[config.mk]
export PLATFORM = sky130hd
export DESIGN_NAME = pot_timer
export DESIGN_NICKNAME = d
export VERILOG_FILES = /design/src/rtl/pot_timer.sv
export SDC_FILE = /design/constraint.sdc
export NUM_CORES = 1
export LEC_CHECK = 0
export BUFFER_PORTS_ARGS = -buffer_cell sky130_fd_sc_hd__buf_2
export CAP_MARGIN = 0
export CORE_UTILIZATION = 48
export CTS_CLUSTER_SIZE = 10
export DETAILED_ROUTE_END_ITERATION = 10
export PLACE_DENSITY = 0.67
export SETUP_SLACK_MARGIN = 0.05
export SKIP_LAST_GASP = 1
export SYNTH_ARGS = -nofsm -noshare
export SYNTH_HDL_FRONTEND = slang
export SYNTH_SLANG_ARGS = --single-unit
[constraint.sdc]
create_clock -name clk -period 1.7 [get_ports clk]
set_clock_uncertainty 0.05 [all_clocks]
set_input_delay 0.085 -clock clk [delete_from_list [all_inputs] [get_ports clk]]
set_output_delay 0.085 -clock clk [all_outputs]
set_load 0.005 [all_outputs]
[src/rtl/pot_timer.sv]
module pot_timer #(
  parameter int CNT_W = 8
) (
  input  logic             clk,
  input  logic             rst,
  input  logic             cmp_in,
  output logic             discharge_en,
  output logic [CNT_W-1:0] result,
  output logic             result_valid
);
  localparam int FRM_W = CNT_W + 1;

  logic [FRM_W-1:0] frame_q;
  logic             sync1_q, sync2_q;
  logic             tripped_q;
  logic [CNT_W-1:0] capt_q;

  wire measure   = frame_q[CNT_W];
  wire frame_end = &frame_q;
  wire trip      = measure & sync2_q & ~tripped_q;

  assign discharge_en = ~measure;

  always_ff @(posedge clk) begin
    if (rst) begin
      frame_q      <= '0;
      sync1_q      <= 1'b0;
      sync2_q      <= 1'b0;
      tripped_q    <= 1'b0;
      capt_q       <= '0;
      result       <= '0;
      result_valid <= 1'b0;
    end else begin
      frame_q      <= frame_q + 1'b1;
      sync1_q      <= cmp_in;
      sync2_q      <= sync1_q;
      result_valid <= 1'b0;
      if (trip) begin
        tripped_q <= 1'b1;
        capt_q    <= frame_q[CNT_W-1:0];
      end
      if (frame_end) begin
        result       <= tripped_q ? capt_q : '1;
        result_valid <= 1'b1;
        tripped_q    <= 1'b0;
      end
    end
  end
endmodule

* Yosys cells after proc, flatten, opt, wreduce, memory -nomap -nowiden
Cells that the tools add are included.
Word-level totals: register bits after elaboration 29, output and inout bits 10, logic and storage cells 16
Operators by class: $add $sub $neg 1, multiplexer cells 2, bitwise logic cells 4, reductions and logical operators 2
Operators with widths (number):
- adder 9 x 1 -> 9 bit (second input constant) | 1
- AND reduction 9 bit | 1
- two-way mux 8 bit | 1
- AND 1 bit | 2
- inverter 1 bit | 2
- OR reduction 2 bit | 1
- two-way mux 1 bit | 1

* Longest topological paths before layout
depth after elaboration 2, gate-level depth with buffers 8

* Worst setup path before layout
Ideal clock, no wire load.
kind register to register, start register frame_q[0], end register result[0], library setup time 64 ps, arrival time 1528 ps, data required time 1586 ps, slack 58 ps, stages on the path, launching flop included 9, path buffers 1, cell sequence dfxtp_1 -> ha_1 -> nand2_1 -> nor2_1 -> and3_1 -> ha_1 -> clkbuf_1 -> o22ai_1 -> nor2_1
On the way: word-level cells in the longest chain between the ends 1
Ends and longest elaborated chain:
- from (decl) | line 13 | logic [FRM_W-1:0] frame_q;
- from (signal assigned) | line 34 | frame_q <= frame_q + 1'b1;
- AND reduction 9 bit | line 19 | wire frame_end = &frame_q;
- named net frame_end | line 19
- to (signal assigned) | line 43 | result <= tripped_q ? capt_q : '1;
- to (decl) | line 8 | output logic [CNT_W-1:0] result,
The timed path passes the listed nets, and every way through them passes these cells. A chain may end at the register's enable or synchronous reset.

* Worst setup path after layout
start register frame_q[0], end register result[1]
Same word-level chain as after synthesis.

==> flow_summary.toml <==
[sta]
relSlewSlack = 0.6626
setup_tns_ps = 0
fin_ws_ps = 124.0
rsz0062_at_grt = "no"
max_freq_mhz = 634.5
worst_pin_slew_ps = 504.5
slew_violations = 0
final-hold-violation-count = 0
period_minus_slack_ps = 1576
setup_violations = 0
min_period_over_period = 0.9271

[power]
power.density_mw_per_mm2 = 886.7
p_leak_nw = 0.5703
p_seq_frac = 0.604
irDropWorstVdd_v = 0.0006137
comb_power_share = 0.037
p_int_uw = 903.4
p_sw_frac = 0.2110
p_total_mw = 1.145
p_clk_frac = 0.359
power_switching_uw = 241.5

[final_layout]
final_cells = 156
drive_gt1_frac = 0.3178
final_cell_mix = "25 x dfxtp_1, 22 x nor2_1, 12 x buf_2, 8 x mux2i_1, 8 x buf_4"
antenna_cells = 0
nets = 134
final_common_cell = "dfxtp_1"
area_delta_synth_final_pct = 26.47
final_core_util = 0.6515

[routing]
dr.first_iter.drc_count = 9
vias = 783
drt_pass1_iterations = 4
vias_per_cell = 5.019
drc = 0
wl_um = 1766
wl_per_cell_um = 11.32
ant_nets = 0

[global_routing]
grt_pass1_vias = 616
antenna_found_initial = 0
grt_pass1_wl_um = 2622
grt_max_degree = 19
overflow = 0
grt_usage = 0.1782

[die]
die-width_um = 48.12
die_y_um = 48.12
initial_core_util = 0.5152
ioPinCount = 13
fp-row-count = 16
core_mm2 = 0.001982
fp.dieArea_mm2 = 0.002316

[worst_setup_path]
cp_slowest_cell = "dfxtp_2"
critPathLaunchType = "flip-flop"
arrival_ps = 1740
path_delay_family = "simple AND/OR/NAND/NOR gates"
required_ps = 1870
path_cells = "ha_2 -> nand2_1 -> nor2_2 -> and3_4 -> ha_4 -> buf_6 -> buf_12 -> o22ai_1 -> nor2_1"
crit_path_max_fanout = 7
crit_type = "flip-flop to flip-flop"
max_stage_delay_ps = 320
path_buf_inv = 2
end_kind = "flip-flop"

[synthesis]
synth_cell_type_count = 23
yosys-top-cells-area = "dfxtp_1 57%, nor2_1 8.5%, mux2i_1 7.8%"
ys_seq_area_frac = 0.5686
synthesis.instances = 104
post_synth_fa_ha_maj_area_fraction = 0.02451
syn-mean-instance-area_um2 = 9.817
synth-simple-area-share = 0.1826
ys_warn_count = 0
mappedNetlistNets = 109
yosysTopAreaCell = "dfxtp_1"
synth-seq-cells = 29
synthXorXnorAreaFrac = 0.02574
synth_top_area_share = 0.5686
synth_area_mm2 = 0.001021
synth-compound-area-share = 0.07598
synth_top_family_by_area = "simple AND/OR/NAND/NOR gates"
synthMuxAreaShare = 0.08946

[clock_tree]
cts_tree = "yes"
cts_num_sinks = 29
numCtsBuffers = 5
clk_pin_slew_ps = 80
clk_latency_ps = 320
cts_root_buf = "clkbuf_4"
htreeDepth = 2
clockBufferDepth = 2

[placement]
place_ws_ps = 21.28
post-place-cells = 144
port_buffers = 12
globalplace.congestion = 0.7242
dpl.hpwl_um = 1217

[job]
maxCapViolations = 0

[run_status]
status = "complete, no violations"

[worst_hold_path]
min_path_type = "primary input to flip-flop"
-- layer usage --
layer	track usage	part of all wire	vias to the layer above
li1	-	-	405
met1	0.2087	0.46	357
met2	0.2486	0.47	14
met3	0.1111	0.049	7
met4	0.1000	0.021	0
met5	0	0	-
-- power groups by stage --
stage	clock [mW]	sequential (mW)	combinational [mW]
2_1_floorplan	0	0.709	0.0197
3_3_place_gp	0	0.708	0.0346
3_5_place_dp	0	0.708	0.0350
4_1_cts	0.420	0.692	0.0416
5_1_grt	0.456	0.694	0.0469
6_report	0.411	0.692	0.0426
-- logic make-up (layout without fill, tap and decap cells) --
logic type,count (synthesis),in the layout
buffers and inverters,8,33
muxes,9,9
adders and majority gates,2,2
xor gates and xnor gates,3,3
AOI/OAI and AO/OA,13,13
and+or+nand+nor,40,40
DFF,29,29
-- repair_timing --
| action | in CTS | in global routing |
|---|---|---|
| hold buffers | 1 | 0 |
| pin swaps | 1 | 2 |
| resized for setup | 5 | 8 |
| hold endpoints to repair | 1 | 0 |
| setup endpoints to repair | 1 | 8 |
| buffers inserted | 3 | 1 |
-- worst register-to-register path, delay by kind of cell, from the launching register on --
kind            cells  cell delay, ps
buf+inv             2             240
compound gates      1             160
simple gates        4             350
fa+ha+maj           2             340
flops               1             320
-- cells in the mapped netlist (all sizes together) --
| cell | count |
|---|---|
| mux2 | 1 |
| ha | 2 |
| a311oi | 1 |
| nand2 | 3 |
| a21oi | 3 |
| o21ai | 2 |
| nand3b | 1 |
| inv | 3 |
| xnor2 | 1 |
| o22ai | 7 |
| xor2 | 2 |
| nor2 | 23 |
| nand4 | 1 |
| buf | 3 |
| nor3 | 1 |
| mux2i | 8 |
| nor2b | 5 |
| and3 | 1 |
| dfxtp | 29 |
| nand3 | 3 |
| clkbuf | 2 |
| or3 | 2 |
-- final cells by class --
cell class	count	area (um^2)
flip-flops and latches	29	585.6
fillers	165	690.7
multi-input cells	67	444.2
clock buffers	7	55.05
repair buffers	23	161.4
inverters	3	11.26
well taps	27	33.78
-- path summary, 6_finish.rpt --
path / startpoint / endpoint / slack, ps / depth (start not counted)
setup / recovery: frame_q[0] / result[1] / 120 / 9
hold / removal: rst / capt_q[7] / 70 / 2
setup reg to reg: frame_q[0] / result[1] / 120 / 9
hold reg to reg: sync1_q / sync2_q / 390 / 1
-- sequential cells by signal, indices dropped and copies added, names as in the netlist --
register and count:
sync1_q 1, frame_q 9, sync2_q 1, result 8
tripped_q 1, result_valid 1, capt_q 8
-- metrics by stage --
step / instance area [um^2] / hold slack [ps]
after CTS: 1249 / 61.89
after detailed placement: 1137 / 251.9
after global routing: 1291 / 66.72
after global placement: 1137 / 243.3
after floorplan: 1021 / 163.2
final: 1291 / 67.25
(Power assumes the default switching activity.)
